`src/rtl/osc_drift_pkg.sv`:
```
package osc_drift_pkg;

    localparam int CNT_W     = 16;
    localparam int IRQ_W     = 3;
    localparam int IRQ_OVF   = 0;
    localparam int IRQ_DRIFT = 1;
    localparam int IRQ_DONE  = 2;

    typedef enum logic [1:0] {
        KIND_PERIODIC = 2'd0,
        KIND_SOFTWARE = 2'd1,
        KIND_BASELINE = 2'd2,
        KIND_SPARE    = 2'd3
    } meas_kind_e;

    typedef enum logic [1:0] {
        FN_NONE     = 2'd0,
        FN_BASELINE = 2'd1,
        FN_DRIFT    = 2'd2
    } dfi_code_e;

    typedef struct packed {
        logic             ovf;
        logic             drift;
        logic [CNT_W-1:0] count;
    } dev_result_t;

    localparam logic [CNT_W-1:0] OVF_SENTINEL = '1;

    // Unsigned distance between two counts, one bit wider than a count
    function automatic logic [CNT_W:0] abs_gap(input logic [CNT_W-1:0] a,
                                               input logic [CNT_W-1:0] b);
        logic [CNT_W:0] d;
        d = {1'b0, a} - {1'b0, b};
        return d[CNT_W] ? (~d + 1'b1) : d;
    endfunction

endpackage

```
`src/rtl/osc_dev_compare.sv`:
```
module osc_dev_compare
    import osc_drift_pkg::*;
(
    input  logic [7:0]       lo_byte,
    input  logic [7:0]       hi_byte,
    input  logic [CNT_W-1:0] base,
    input  logic [CNT_W-1:0] limit,
    output dev_result_t      res
);
    logic [CNT_W-1:0] count;
    logic [CNT_W:0]   gap;

    always_comb begin
        count     = {hi_byte, lo_byte};
        gap       = abs_gap(count, base);
        res.count = count;
        res.ovf   = (count == OVF_SENTINEL);
        res.drift = !res.ovf && (gap > {1'b0, limit});
    end
endmodule

```
`src/rtl/osc_base_table.sv`:
```
module osc_base_table
    import osc_drift_pkg::*;
#(
    parameter int NUM_DEV = 2,
    parameter int NUM_CS  = 2,
    parameter int CS_W    = 1
) (
    input  logic                     clk,
    input  logic                     rst,
    input  logic [CS_W-1:0]          wr_cs,
    input  logic [NUM_DEV-1:0]       wr_en,
    input  logic [NUM_DEV*CNT_W-1:0] wr_data,
    input  logic [CS_W-1:0]          cmp_cs,
    output logic [NUM_DEV*CNT_W-1:0] cmp_base,
    input  logic [CS_W-1:0]          rd_cs,
    output logic [NUM_DEV*CNT_W-1:0] rd_base
);
    logic [CNT_W-1:0] base_q [NUM_CS][NUM_DEV];

    always_ff @(posedge clk) begin
        if (rst) begin
            for (int c = 0; c < NUM_CS; c++)
                for (int d = 0; d < NUM_DEV; d++)
                    base_q[c][d] <= '0;
        end else begin
            for (int d = 0; d < NUM_DEV; d++)
                if (wr_en[d] && (int'(wr_cs) < NUM_CS))
                    base_q[wr_cs][d] <= wr_data[d*CNT_W +: CNT_W];
        end
    end

    always_comb begin
        cmp_base = '0;
        rd_base  = '0;
        for (int d = 0; d < NUM_DEV; d++) begin
            if (int'(cmp_cs) < NUM_CS)
                cmp_base[d*CNT_W +: CNT_W] = base_q[cmp_cs][d];
            if (int'(rd_cs) < NUM_CS)
                rd_base[d*CNT_W +: CNT_W] = base_q[rd_cs][d];
        end
    end

    // A base entry moves only when its write enable is raised
    generate
        for (genvar c = 0; c < NUM_CS; c++) begin : g_chk_cs
            for (genvar d = 0; d < NUM_DEV; d++) begin : g_chk_dev
                assert_base_hold_R5: assert property (@(posedge clk) disable iff (rst)
                    !(wr_en[d] && int'(wr_cs) == c) |=> $stable(base_q[c][d]));
            end
        end
    endgenerate
endmodule

```
`src/rtl/osc_func_strobe.sv`:
```
module osc_func_strobe
    import osc_drift_pkg::*;
#(
    parameter int LEN_W = 4
) (
    input  logic             clk,
    input  logic             rst,
    input  logic             start,
    input  dfi_code_e        code_in,
    input  logic [LEN_W-1:0] len,
    output logic [1:0]       func,
    output logic             func_valid
);
    logic [LEN_W-1:0] cnt_q;
    dfi_code_e        code_q;

    always_ff @(posedge clk) begin
        if (rst) begin
            cnt_q  <= '0;
            code_q <= FN_NONE;
        end else if (start) begin
            cnt_q  <= len;
            code_q <= code_in;
        end else if (cnt_q != '0) begin
            cnt_q <= cnt_q - 1'b1;
        end
    end

    assign func_valid = (cnt_q != '0);
    assign func       = func_valid ? code_q : FN_NONE;

    assert_idle_code_R7: assert property (@(posedge clk) disable iff (rst)
        !func_valid |-> func == 2'd0);
    assert_legal_code_R7: assert property (@(posedge clk) disable iff (rst)
        func_valid |-> (func == 2'd1 || func == 2'd2));
    assert_code_held_R7: assert property (@(posedge clk) disable iff (rst)
        (cnt_q > 1 && !start) |=> (func_valid && $stable(func)));
endmodule

```
`src/rtl/osc_drift_tracker.sv`:
```
module osc_drift_tracker
    import osc_drift_pkg::*;
#(
    parameter int NUM_DEV = 2,
    parameter int NUM_CS  = 2,
    parameter int LEN_W   = 4,
    localparam int CS_W   = (NUM_CS > 1) ? $clog2(NUM_CS) : 1
) (
    input  logic                     clk,
    input  logic                     rst,
    input  logic                     meas_valid,
    input  logic [1:0]               meas_kind,
    input  logic [CS_W-1:0]          meas_cs,
    input  logic [NUM_DEV*8-1:0]     meas_lo,
    input  logic [NUM_DEV*8-1:0]     meas_hi,
    input  logic [CNT_W-1:0]         var_limit,
    input  logic [LEN_W-1:0]         func_len,
    input  logic [IRQ_W-1:0]         irq_clr,
    input  logic [CS_W-1:0]          base_rd_cs,
    output logic [NUM_DEV*CNT_W-1:0] base_rd_val,
    output logic [IRQ_W-1:0]         irq_status,
    output logic [1:0]               dfi_func,
    output logic                     dfi_func_valid
);
    meas_kind_e               kind;
    logic [NUM_DEV*CNT_W-1:0] cmp_base;
    logic [NUM_DEV*CNT_W-1:0] wr_data;
    dev_result_t              res [NUM_DEV];
    logic [NUM_DEV-1:0]       ovf_v, drift_v, wr_en;
    logic                     is_base, any_ovf, any_drift, strobe_go;
    logic [IRQ_W-1:0]         irq_set, irq_q;
    dfi_code_e                strobe_code;

    assign kind = meas_kind_e'(meas_kind);

    generate
        for (genvar d = 0; d < NUM_DEV; d++) begin : g_dev
            osc_dev_compare u_cmp (
                .lo_byte (meas_lo[d*8 +: 8]),
                .hi_byte (meas_hi[d*8 +: 8]),
                .base    (cmp_base[d*CNT_W +: CNT_W]),
                .limit   (var_limit),
                .res     (res[d])
            );
            assign ovf_v[d]   = res[d].ovf;
            assign drift_v[d] = res[d].drift;
            assign wr_data[d*CNT_W +: CNT_W] = res[d].count;
            assign wr_en[d]   = meas_valid && !res[d].ovf && (is_base || res[d].drift);
        end
    endgenerate

    always_comb begin
        is_base   = (kind == KIND_BASELINE);
        any_ovf   = |ovf_v;
        any_drift = |drift_v;
        irq_set            = '0;
        irq_set[IRQ_OVF]   = meas_valid && any_ovf;
        irq_set[IRQ_DRIFT] = meas_valid && !is_base && any_drift;
        irq_set[IRQ_DONE]  = meas_valid && (kind == KIND_SOFTWARE) && !any_drift;
        strobe_go   = meas_valid && (is_base || any_drift);
        strobe_code = is_base ? FN_BASELINE : FN_DRIFT;
    end

    osc_base_table #(
        .NUM_DEV (NUM_DEV),
        .NUM_CS  (NUM_CS),
        .CS_W    (CS_W)
    ) u_table (
        .clk      (clk),
        .rst      (rst),
        .wr_cs    (meas_cs),
        .wr_en    (wr_en),
        .wr_data  (wr_data),
        .cmp_cs   (meas_cs),
        .cmp_base (cmp_base),
        .rd_cs    (base_rd_cs),
        .rd_base  (base_rd_val)
    );

    osc_func_strobe #(
        .LEN_W (LEN_W)
    ) u_strobe (
        .clk        (clk),
        .rst        (rst),
        .start      (strobe_go),
        .code_in    (strobe_code),
        .len        (func_len),
        .func       (dfi_func),
        .func_valid (dfi_func_valid)
    );

    // Sticky status: a set in the same cycle overrides the clear
    always_ff @(posedge clk) begin
        if (rst) irq_q <= '0;
        else     irq_q <= (irq_q & ~irq_clr) | irq_set;
    end
    assign irq_status = irq_q;

    assert_sticky_R8: assert property (@(posedge clk) disable iff (rst)
        1'b1 |=> ((irq_status & $past(irq_status & ~irq_clr)) == $past(irq_status & ~irq_clr)));
    assert_quiet_R6: assert property (@(posedge clk) disable iff (rst)
        !meas_valid |=> ((irq_status & ~$past(irq_status)) == '0));
    assert_no_strobe_start_R7: assert property (@(posedge clk) disable iff (rst)
        (!meas_valid && !dfi_func_valid) |=> !dfi_func_valid);
endmodule

```
`config.mk`:
```
export PLATFORM = sky130hd
export DESIGN_NAME = osc_drift_tracker
export DESIGN_NICKNAME = d
export VERILOG_FILES = /design/src/rtl/osc_drift_pkg.sv /design/src/rtl/osc_dev_compare.sv /design/src/rtl/osc_base_table.sv /design/src/rtl/osc_func_strobe.sv /design/src/rtl/osc_drift_tracker.sv
export SDC_FILE = /design/constraint.sdc
export NUM_CORES = 1
export LEC_CHECK = 0
export CAP_MARGIN = 20
export CORE_ASPECT_RATIO = 0.9
export CORE_MARGIN = 2
export CORE_UTILIZATION = 40
export CTS_BUF_LIST = sky130_fd_sc_hd__clkbuf_8
export CTS_CLUSTER_SIZE = 20
export DETAILED_ROUTE_END_ITERATION = 12
export MAX_ROUTING_LAYER = met4
export SLEW_MARGIN = 20
export SYNTH_ARGS = -nofsm -noshare
export SYNTH_HDL_FRONTEND = slang
export SYNTH_SLANG_ARGS = --single-unit
```
`constraint.sdc`:
```
create_clock -name clk -period 24.6 [get_ports clk]
set_input_delay 6.15 -clock clk [delete_from_list [all_inputs] [get_ports clk]]
set_output_delay 6.15 -clock clk [all_outputs]
set_load 0.03 [all_outputs]
```
==> run summary, run 1 <==
YOSYS
------------------------------------------------------------------------------------------
Seq cells post-synth                                                                    73
Most numerous cell in the Yosys netlist                                       sky130_fd_sc_hd__and2_1
Count of distinct cell types in the synthesized netlist                                 80
Syn Std Cell Area                                                             0.00709 sq mm
Portion of synthesized cell area occupied by the leading cell type                   27.1%
Ys flop type                                                                  sky130_fd_sc_hd__edfxtp_1
Net Count, Synth                                                                       877
Ranking of synthesized cells by area                                          sky130_fd_sc_hd__edfxtp_1 27%, sky130_fd_sc_hd__ha_1 12%, sky130_fd_sc_hd__and2_1 6.1%
Number of enable-type register cells in the synthesized netlist                         64
Ys async rst share                                                                      0%
Mapped Cells                                                                           746
Syn avg cell area                                                               9.50 sq um
Sequential element share of the synthesized area                                     29.7%
Yosys top cell by area                                                        sky130_fd_sc_hd__edfxtp_1
Commonest cells in the synthesized netlist                                    69 x sky130_fd_sc_hd__and2_1, 67 x sky130_fd_sc_hd__ha_1, 64 x sky130_fd_sc_hd__edfxtp_1, 44 x sky130_fd_sc_hd__inv_1, 39 x sky130_fd_sc_hd__a21oi_1
Number of warnings printed during yosys synthesis                                        0

ROUTE
------------------------------------------------------------------------------------------
Remaining design rule violation count                                                    0
DRC violation total after the first TritonRoute iteration                              281
Overall routed net length                                                         19500 um
Routed wire per std cell                                                           18.0 um
Avg Vias per Cell                                                                     5.59
Via count                                                                             6059
First drt pass iteration count                                                           4
Residual antenna-violating net count after detailed routing                              0

CLOCK NETWORK
------------------------------------------------------------------------------------------
Number of buffers inserted by post-CTS setup repair                                      0
Cells resized by post-CTS repair                                                         0
Post-cts hold buffer count                                                               0
CTS H-tree lvls                                                                          3
TritonCTS Sinks                                                                         73
Clock edge transition at the registers on the reported setup and hold paths          90 ps
Deepest clock path buffer count                                                          2
Clk_lat worst skew                                                                  380 ps
TritonCTS clock tree                                                                 built
Root buf cell                                                                 sky130_fd_sc_hd__clkbuf_8
Total CTS buffers                                                                        9

STA
------------------------------------------------------------------------------------------
Count of final max-slew check failures                                                   0
Worst Setup Slack, final                                                          10440 ps
Final count of hold timing violations                                                    0
Final worst-path cycle share                                                         57.6%
Normalized max-slew margin                                                           31.2%
Setup repair after global routing missed its margin                                     no
Period minus WS final                                                             14160 ps
Final Setup Violations                                                                   0
Least-Margin Pin Slew                                                              1020 ps
F_max                                                                             70.6 MHz
Sum of negative setup slack                                                           0 ps
Worst clock skew on the final layout                                               14.4 ps

CELLS AND AREA
------------------------------------------------------------------------------------------
Non-filler instance count after layout                                                1084
Layout cell share with drive strength beyond 1                                       9.36%
Net total in the final layout                                                          970
Layout Area Growth over Synthesis                                                    20.1%
Final std cell area, no fill                                                  0.00851 sq mm
Antenna diode count                                                                      0

DIE
------------------------------------------------------------------------------------------
Die extent in y                                                                     130 um
Effective utilization at floorplan                                                   40.5%
Total core area                                                               0.0175 sq mm
Io pins                                                                                100
DIE WIDTH                                                                           144 um
Number of rows created at floorplan                                                     46
Overall die area                                                              0.0188 sq mm

WORST SETUP PATH
------------------------------------------------------------------------------------------
Data arrival time at the worst-slack endpoint                                      8010 ps
Type of destination of the critical path                                       output port
Maximum fanout count along the critical path                                            32
Nature of the critical path startpoint                                        primary input
Startpoint-to-endpoint class of the critical path                                   in2out
Required time worst endpoint                                                      18450 ps

GLOBAL ROUTE
------------------------------------------------------------------------------------------
GRT Total Usage                                                                      21.9%
Pin count of the biggest net entering global routing                                    38
Antenna violations before repair                                                         0
Vias in the first global route                                                        6140
Wire length of the first global-routing pass                                      31100 um
Total congestion overflow after global routing                                           0

STATUS
------------------------------------------------------------------------------------------
Result of the run                                                             finished clean

POWER AND IR DROP
------------------------------------------------------------------------------------------
Max rail drop VDD                                                                0.0484 mV
Areal power density over the cells                                            77.5 mW/mm^2
Leak Pwr                                                                           3.41 nW
Final total power                                                                   660 uW

PLACED DESIGN
------------------------------------------------------------------------------------------
Dpl ws                                                                            10450 ps
Global placement routability congestion                                              0.852
Instance count after placement with tap cells included                                1068
Number of buffers inserted by port buffering                                            99
Post-DP HPWL                                                                      15200 um
Placed instance area                                                          0.00832 sq mm

WORST HOLD PATH
------------------------------------------------------------------------------------------
Hold crit path type                                                                reg2reg

RUN
------------------------------------------------------------------------------------------
Max_cap viols                                                                            0

[where the power goes]
group,total [mW],switching (mW),internal [mW]
clock,0.0996,0.0527,0.0469
sequential,0.168,0.0107,0.157
combinational,0.392,0.225,0.167
total,0.660,0.288,0.372
[cells by family after synthesis]
kind of cell	count (synthesis)	share of synthesized area, %
buffers and inverters	68	4.06
and+or+nand+nor	247	19.7
adders and majority gates	69	12.4
DFF	73	29.7
xor gates and xnor gates	41	5.17
muxes	69	10.4
AOI/OAI and AO/OA	179	18.6
[cell type report]
type	instances	area, sq um
fill	1664	8980
multi-input combinational	605	4710
sequential	73	2100
timing repair buffer	106	1040
tap	240	300
inverter	44	165
clock buffer	9	124
clock inverter	7	71.3
[critical path: stages]
cell and delay [ps]:
sky130_fd_sc_hd__clkdlybuf4s50_1 460, sky130_fd_sc_hd__buf_4 370, sky130_fd_sc_hd__mux2_2 400, sky130_fd_sc_hd__clkdlybuf4s50_1 600
[metrics by stage]
| step | hold WS [ps] | utilization, % |
|---|---|---|
| finish | 489 | 48.7 |
| detailed placement | 488 | 47.5 |
| CTS | 503 | 48.6 |
| global placement | 462 | 47.5 |
| floorplan | 463 | - |
| global route | 522 | 48.7 |
[path summary, 6_finish.rpt]
kind | depth (start not counted) | end | slack [ps] | from
min reg2reg | 2 | irq_status[0] | 490 | irq_status[0]
max | 4 | base_rd_val[17] | 10440 | base_rd_cs
max reg2reg | 20 | u_table.base_q[1][21] | 18850 | u_table.base_q[1][16]
min | 2 | irq_status[0] | 490 | irq_status[0]
[cells in the final DEF (no fill, tap or decap), types with 5 or more instances in the layout]
cell type                          n
sky130_fd_sc_hd__nor2_1           35
sky130_fd_sc_hd__a221oi_1          5
sky130_fd_sc_hd__nor4_1            5
sky130_fd_sc_hd__a21o_1           19
sky130_fd_sc_hd__mux2_2           37
sky130_fd_sc_hd__or3_1             6
sky130_fd_sc_hd__nand4_1          14
sky130_fd_sc_hd__nand2b_1          9
sky130_fd_sc_hd__o211ai_1         12
sky130_fd_sc_hd__o31a_1            5
sky130_fd_sc_hd__clkdlybuf4s50_1  98
sky130_fd_sc_hd__xnor2_1          27
sky130_fd_sc_hd__dfxtp_1           9
sky130_fd_sc_hd__mux2i_1          32
sky130_fd_sc_hd__xor2_1           13
sky130_fd_sc_hd__and3_1            6
sky130_fd_sc_hd__nand2_1          33
sky130_fd_sc_hd__buf_4             8
sky130_fd_sc_hd__a21oi_1          39
sky130_fd_sc_hd__nand3_1          10
sky130_fd_sc_hd__o2111ai_1        11
sky130_fd_sc_hd__nor3_1           20
sky130_fd_sc_hd__ha_1             67
sky130_fd_sc_hd__a311oi_1          5
sky130_fd_sc_hd__o21a_1            7
sky130_fd_sc_hd__and2_1           69
sky130_fd_sc_hd__a211oi_1          6
sky130_fd_sc_hd__a31oi_1           6
sky130_fd_sc_hd__nor2b_1          16
sky130_fd_sc_hd__inv_1            45
sky130_fd_sc_hd__edfxtp_1         64
sky130_fd_sc_hd__o21ai_0          16
sky130_fd_sc_hd__clkbuf_8          9
[routing by layer]
metal  wire length [um]  part of all wire (%)  GRT usage [%]  vias up
li1                   -                     -              -     3013
met3                702                   3.6           3.05       22
met4                391                   2.0           6.28        0
met2               9850                    50           38.4      137
met1               8570                    44           26.5     2887
met5                  0                     0              -        -
[state kept, by name (all words and copies together), names as in the netlist]
| register | count |
|---|---|
| u_strobe.code_q | 2 |
| u_table.base_q | 64 |
| u_strobe.cnt_q | 4 |
| irq_status | 3 |
Note: power is estimated with default switching activity, not from simulation.
==> inputs of run 2 (changes only) <==
==> constraint.sdc (replaced) <==
create_clock -name clk -period 11.97 [get_ports clk]
set_input_delay 2.9925 -clock clk [delete_from_list [all_inputs] [get_ports clk]]
set_output_delay 2.9925 -clock clk [all_outputs]
set_load 0.03 [all_outputs]
==> run summary, run 2 (synthesis results as in run 1) <==
STATUS
------------------------------------------------------------------------------------------
Result of the run                                                             finished clean

ROUTE
------------------------------------------------------------------------------------------
Overall routed net length                                                         20200 um   +3.3%
Residual antenna-violating net count after detailed routing                              0   unchanged
Routed wire per std cell                                                           18.6 um   +3.4%
DRC violation total after the first TritonRoute iteration                              289   +2.8%
First drt pass iteration count                                                           5   +1
Avg Vias per Cell                                                                     5.72   +2.4%
Remaining design rule violation count                                                    0   unchanged
Via count                                                                             6200   +2.3%

CLOCK NETWORK
------------------------------------------------------------------------------------------
Post-cts hold buffer count                                                               0   unchanged
TritonCTS clock tree                                                                 built
Deepest clock path buffer count                                                          2   unchanged
TritonCTS Sinks                                                                         73   unchanged
Number of buffers inserted by post-CTS setup repair                                      0   unchanged
Total CTS buffers                                                                        9   unchanged
Clk_lat worst skew                                                                  380 ps   about the same
Root buf cell                                                                 sky130_fd_sc_hd__clkbuf_8
Clock edge transition at the registers on the reported setup and hold paths         100 ps   about the same
Cells resized by post-CTS repair                                                         0   unchanged
CTS H-tree lvls                                                                          3   unchanged

WORST SETUP PATH
------------------------------------------------------------------------------------------
Slowest stage cell, crit path                                                 sky130_fd_sc_hd__nor4_4
Critical path's largest stage delay                                                 630 ps   +30 ps
Family with the most delay on the worst path                                  simple AND/OR/NAND/NOR gates
Cell-by-cell listing of the critical path                                     buf_2 -> buf_4 -> mux2_2 -> ha_1 -> inv_1 -> fa_1 -> a21oi_1 -> o21ai_0 -> nor2b_1 -> o311ai_0 -> or3_1 -> nor4_1 -> a31oi_1 -> xor2_1 -> ha_1 -> nand3_1 -> a21oi_1 -> a221o_1 -> a21o_1 -> a21oi_2 -> nor4_4 -> or2_2
Startpoint-to-endpoint class of the critical path                                   in2reg
Data arrival time at the worst-slack endpoint                                      8940 ps   +930 ps
Nature of the critical path startpoint                                        primary input
Type of destination of the critical path                                          register
Maximum fanout count along the critical path                                            19   -41%
Number of buffers and inverters on the critical path                                     3   unchanged
Required time worst endpoint                                                      12000 ps   -6450 ps

POWER AND IR DROP
------------------------------------------------------------------------------------------
Max rail drop VDD                                                                0.0813 mV   +68%
Leak Pwr                                                                           3.42 nW   +0.30%
Areal power density over the cells                                             160 mW/mm^2   +110%
Final total power                                                                  1.36 mW   +110%

STA
------------------------------------------------------------------------------------------
Final-layout worst hold slack                                                       483 ps   -5.92 ps
F_max                                                                              112 MHz
Count of final max-slew check failures                                                   0   unchanged
Worst clock skew on the final layout                                               19.4 ps   +4.97 ps
Sum of negative setup slack                                                           0 ps   unchanged
Least-Margin Pin Slew                                                               834 ps   -189 ps
Setup repair after global routing missed its margin                                     no
Final Setup Violations                                                                   0   unchanged
Normalized max-slew margin                                                           44.3%   +13 points
Final count of hold timing violations                                                    0   unchanged
Final worst-path cycle share                                                         74.5%
Period minus WS final                                                              8910 ps
Worst Setup Slack, final                                                           3060 ps   -7380 ps

DIE
------------------------------------------------------------------------------------------
DIE WIDTH                                                                           144 um   unchanged
Io pins                                                                                100   unchanged
Total core area                                                               0.0175 sq mm   unchanged
Die extent in y                                                                     130 um   unchanged
Overall die area                                                              0.0188 sq mm   unchanged
Number of rows created at floorplan                                                     46   unchanged
Effective utilization at floorplan                                                   40.5%   unchanged

CELLS AND AREA
------------------------------------------------------------------------------------------
Final std cell area, no fill                                                  0.00853 sq mm   +0.18%
Max reg flops                                                                           64   unchanged
Most common cell after layout, fill and taps aside                            sky130_fd_sc_hd__clkdlybuf4s50_1
Layout Area Growth over Synthesis                                                    20.4%
Commonest cells after routing, fill and taps aside                            98 x sky130_fd_sc_hd__clkdlybuf4s50_1, 69 x sky130_fd_sc_hd__and2_1, 67 x sky130_fd_sc_hd__ha_1, 64 x sky130_fd_sc_hd__edfxtp_1, 46 x sky130_fd_sc_hd__inv_1
Fill cells                                                                            1682   +1.1%
Net total in the final layout                                                          969   -0.10%
Layout cell share with drive strength beyond 1                                       9.37%   +0.011 points
Register bank with the most flops                                             u_table.base_q
Non-filler instance count after layout                                                1083   -0.092%
Antenna diode count                                                                      0   unchanged
Core utilization of the finished layout                                              48.7%   +0.086 points

GLOBAL ROUTE
------------------------------------------------------------------------------------------
Antenna violations before repair                                                         0   unchanged
Total congestion overflow after global routing                                           0   unchanged
Vias in the first global route                                                        6234   +1.5%
Wire length of the first global-routing pass                                      32200 um   +3.5%
Pin count of the biggest net entering global routing                                    33   -13%
GRT Total Usage                                                                      22.8%   +0.88 points

PLACED DESIGN
------------------------------------------------------------------------------------------
Number of buffers inserted by port buffering                                            99   unchanged
Instance count after placement with tap cells included                                1067   -0.094%
Global placement routability congestion                                              0.977   +15%
Post-DP HPWL                                                                      15500 um   +2.3%
Dpl ws                                                                             2420 ps   -8030 ps
Placed instance area                                                          0.00831 sq mm   about the same

WORST HOLD PATH
------------------------------------------------------------------------------------------
Hold crit path type                                                                reg2reg

RUN
------------------------------------------------------------------------------------------
Max_cap viols                                                                            0   unchanged

run 2: power breakdown:
group	leakage [nW]	switching [mW]	internal, mW	total [mW]
logic	2.58	0.468	0.343	0.811
registers	0.743	0.0198	0.323	0.343
clock network	0.101	0.106	0.101	0.207
total	3.42	0.594	0.767	1.36
run 2: layout make-up:
type / count / area (sq um) / share of cell area [%]
Timing Repair Buffer: 105 / 1030 / 12.1
Sequential cell: 73 / 2100 / 24.6
Clock inverter: 6 / 61.3 / 0.719
Multi-Input combinational cell: 605 / 4730 / 55.5
Tap cell: 240 / 300 / 3.52
Inverter: 44 / 165 / 1.94
Clock buffer: 10 / 138 / 1.61
run 2: layer usage:
layer	global-route usage (%)	vias up	share of wire, %
li1	-	3010	-
met1	27.6	3019	44
met2	39.4	145	50
met3	3.63	26	4.2
met4	6.68	0	1.8
met5	-	-	0
run 2: worst reg2reg max path, stage by stage (launching register included):
cell and delay [ps]:
sky130_fd_sc_hd__edfxtp_1 390, sky130_fd_sc_hd__mux2_2 270, sky130_fd_sc_hd__ha_1 190, sky130_fd_sc_hd__inv_1 70
sky130_fd_sc_hd__fa_1 260, sky130_fd_sc_hd__a211oi_1 120, sky130_fd_sc_hd__o21ai_1 440, sky130_fd_sc_hd__o2111ai_1 160
sky130_fd_sc_hd__and3_1 250, sky130_fd_sc_hd__nor2_1 650, sky130_fd_sc_hd__mux2_2 420, sky130_fd_sc_hd__ha_1 290
sky130_fd_sc_hd__nor2b_1 140, sky130_fd_sc_hd__o21a_1 120, sky130_fd_sc_hd__o21a_1 100, sky130_fd_sc_hd__o21ai_0 70
sky130_fd_sc_hd__a221oi_1 300, sky130_fd_sc_hd__o221ai_1 240, sky130_fd_sc_hd__a311o_4 510, sky130_fd_sc_hd__o21ai_1 150
sky130_fd_sc_hd__buf_4 270
run 2: path summary, 6_finish.rpt:
| kind | startpoint | end | slack [ps] | cells past startpoint |
|---|---|---|---|---|
| max | meas_cs | u_table.base_q[0][3] | 3060 | 22 |
| min reg2reg | irq_status[0] | irq_status[0] | 480 | 2 |
| max reg2reg | u_table.base_q[1][16] | u_table.base_q[1][23] | 6230 | 20 |
| min | irq_status[0] | irq_status[0] | 480 | 2 |
==> inputs of run 3 (changes only) <==
==> constraint.sdc (replaced) <==
create_clock -name clk -period 9.2 [get_ports clk]
set_input_delay 2.3 -clock clk [delete_from_list [all_inputs] [get_ports clk]]
set_output_delay 2.3 -clock clk [all_outputs]
set_load 0.03 [all_outputs]
==> run summary, run 3 (synthesis results as in run 1) <==
CELLS AND AREA
------------------------------------------------------------------------------------------
Net total in the final layout                                                          974   +0.52%
Fill cells                                                                            1673   -0.54%
Layout cell share with drive strength beyond 1                                       9.91%   +0.53 points
Core utilization of the finished layout                                              49.1%   +0.34 points
Multi-input gate area in the final layout                                     0.00471 sq mm   -0.45%
Register bank with the most flops                                             u_table.base_q
Layout Area Growth over Synthesis                                                    21.2%
Most common cell after layout, fill and taps aside                            sky130_fd_sc_hd__clkdlybuf4s50_1
Final std cell area, no fill                                                  0.00859 sq mm   +0.70%
Commonest cells after routing, fill and taps aside                            98 x sky130_fd_sc_hd__clkdlybuf4s50_1, 69 x sky130_fd_sc_hd__and2_1, 67 x sky130_fd_sc_hd__ha_1, 64 x sky130_fd_sc_hd__edfxtp_1, 45 x sky130_fd_sc_hd__inv_1
Combined flip-flop and latch cell area                                        0.00210 sq mm   unchanged
Antenna diode count                                                                      0   unchanged
Max reg flops                                                                           64   unchanged
Non-filler instance count after layout                                                1088   +0.46%

WORST SETUP PATH
------------------------------------------------------------------------------------------
Maximum fanout count along the critical path                                            16   -3
Startpoint-to-endpoint class of the critical path                                   in2reg
Type of destination of the critical path                                          register
Data arrival time at the worst-slack endpoint                                      7970 ps   -970 ps
Nature of the critical path startpoint                                        primary input
Required time worst endpoint                                                       9260 ps   -2740 ps

GLOBAL ROUTE
------------------------------------------------------------------------------------------
Vias in the first global route                                                        6248   +0.22%
GRT Total Usage                                                                      22.9%   +0.062 points
Total congestion overflow after global routing                                           0   unchanged
Wire length of the first global-routing pass                                      32400 um   +0.62%
Antenna violations before repair                                                         0   unchanged
Pin count of the biggest net entering global routing                                    33   unchanged

CLOCK NETWORK
------------------------------------------------------------------------------------------
TritonCTS Sinks                                                                         73   unchanged
Post-cts hold buffer count                                                               0   unchanged
Clock edge transition at the registers on the reported setup and hold paths          80 ps   -20 ps
TritonCTS clock tree                                                                 built
Number of buffers inserted by post-CTS setup repair                                      0   unchanged
Cells resized by post-CTS repair                                                         0   unchanged
Deepest clock path buffer count                                                          2   unchanged
CTS H-tree lvls                                                                          3   unchanged
Root buf cell                                                                 sky130_fd_sc_hd__clkbuf_8
Clk_lat worst skew                                                                  370 ps   about the same
Total CTS buffers                                                                        9   unchanged

PLACED DESIGN
------------------------------------------------------------------------------------------
Instance count after placement with tap cells included                                1072   +0.47%
Number of buffers inserted by port buffering                                            99   unchanged
Post-DP HPWL                                                                      15900 um   +2.5%
Global placement routability congestion                                              0.952   -2.6%
Placed instance area                                                          0.00835 sq mm   +0.41%

STA
------------------------------------------------------------------------------------------
F_max                                                                              126 MHz
Final Setup Violations                                                                   0   unchanged
Normalized max-slew margin                                                           38.0%   -6.3 points
Period minus WS final                                                              7920 ps
Worst clock skew on the final layout                                               9.43 ps   -9.92 ps
Sum of negative setup slack                                                           0 ps   unchanged
Least-Margin Pin Slew                                                               928 ps   +94.5 ps
Final worst-path cycle share                                                         86.1%
Setup repair after global routing missed its margin                                     no
Final count of hold timing violations                                                    0   unchanged
Count of final max-slew check failures                                                   0   unchanged

ROUTE
------------------------------------------------------------------------------------------
Routed wire per std cell                                                           18.5 um   -0.42%
Overall routed net length                                                         20200 um   about the same
Remaining design rule violation count                                                    0   unchanged
Residual antenna-violating net count after detailed routing                              0   unchanged
DRC violation total after the first TritonRoute iteration                              463   +60%
Via count                                                                             6125   -1.2%
First drt pass iteration count                                                           5   unchanged
Avg Vias per Cell                                                                     5.63   -1.7%

DIE
------------------------------------------------------------------------------------------
Overall die area                                                              0.0188 sq mm   unchanged
Effective utilization at floorplan                                                   40.5%   unchanged
DIE WIDTH                                                                           144 um   unchanged
Die extent in y                                                                     130 um   unchanged
Total core area                                                               0.0175 sq mm   unchanged
Number of rows created at floorplan                                                     46   unchanged
Io pins                                                                                100   unchanged

STATUS
------------------------------------------------------------------------------------------
Result of the run                                                             finished clean

RUN
------------------------------------------------------------------------------------------
Max_cap viols                                                                            0   unchanged

POWER AND IR DROP
------------------------------------------------------------------------------------------
Leak Pwr                                                                           3.45 nW   +0.92%
Max rail drop VDD                                                                 0.145 mV   +78%
Areal power density over the cells                                             212 mW/mm^2   +33%

WORST HOLD PATH
------------------------------------------------------------------------------------------
Hold crit path type                                                                reg2reg

[run 3: changes by cell type in the layout (fill, tap and decap cells not counted), moves of 2 or more]
| cell | previous run | this run |
|---|---|---|
| sky130_fd_sc_hd__buf_4 | 6 | 11 |
| sky130_fd_sc_hd__nor4_2 | 0 | 2 |
| sky130_fd_sc_hd__bufinv_16 | 1 | 3 |
| sky130_fd_sc_hd__nor4_4 | 2 | 0 |
[run 3: worst max-delay path: stages]
cell,delay [ps]
sky130_fd_sc_hd__buf_2,360
sky130_fd_sc_hd__buf_4,380
sky130_fd_sc_hd__mux2i_1,380
sky130_fd_sc_hd__ha_1,290
sky130_fd_sc_hd__nor2b_1,170
sky130_fd_sc_hd__o31a_1,320
sky130_fd_sc_hd__o211ai_1,480
sky130_fd_sc_hd__a21boi_0,200
sky130_fd_sc_hd__o2111ai_1,340
sky130_fd_sc_hd__nor2b_1,110
sky130_fd_sc_hd__a31oi_1,260
sky130_fd_sc_hd__xnor2_1,120
sky130_fd_sc_hd__ha_1,310
sky130_fd_sc_hd__nand2_1,80
sky130_fd_sc_hd__nor3_1,220
sky130_fd_sc_hd__nand3_1,140
sky130_fd_sc_hd__a221oi_1,260
sky130_fd_sc_hd__o221ai_1,290
sky130_fd_sc_hd__a311o_4,510
sky130_fd_sc_hd__o21ai_1,140
sky130_fd_sc_hd__buf_4,270
[run 3: through the flow]
stage	total power [mW]	hold slack, ps	worst slack [ps]
3_3_place_gp	1.48	460	999
4_1_cts	1.83	477	1320
5_1_grt	1.97	507	798
2_1_floorplan	1.22	463	402
6_report	1.82	477	1280
3_5_place_dp	1.51	463	935
[run 3: layout make-up]
| type | count | share of cell area, % |
|---|---|---|
| multi-input combinational | 605 | 54.8 |
| timing repair buffer | 110 | 12.4 |
| inverter | 44 | 1.92 |
| tap | 240 | 3.50 |
| clock buffer | 9 | 1.44 |
| clock inverter | 7 | 1.38 |
| sequential | 73 | 24.5 |
[run 3: final timing paths]
kind / startpoint / end / slack (ps) / cells past startpoint
worst min register to register: irq_status[0] / irq_status[0] / 480 / 2
worst min-delay path: irq_status[0] / irq_status[0] / 480 / 2
worst max-delay path: meas_cs / u_table.base_q[1][17] / 1280 / 21
worst max register to register: u_table.base_q[1][16] / u_table.base_q[1][17] / 3510 / 21
[run 3: per-layer routing]
| layer | part of all wire, % | global-route usage, % | vias up |
|---|---|---|---|
| li1 | - | - | 3021 |
| met1 | 46 | 28.7 | 2926 |
| met2 | 48 | 39.1 | 149 |
| met3 | 4.0 | 2.83 | 29 |
| met4 | 2.0 | 6.40 | 0 |
| met5 | 0 | - | - |
[run 3: power breakdown]
group / internal (mW) / switching, mW / total, mW
combinational: 0.450 / 0.612 / 1.06
sequential: 0.420 / 0.0258 / 0.446
clock: 0.181 / 0.135 / 0.316
total: 1.05 / 0.773 / 1.82
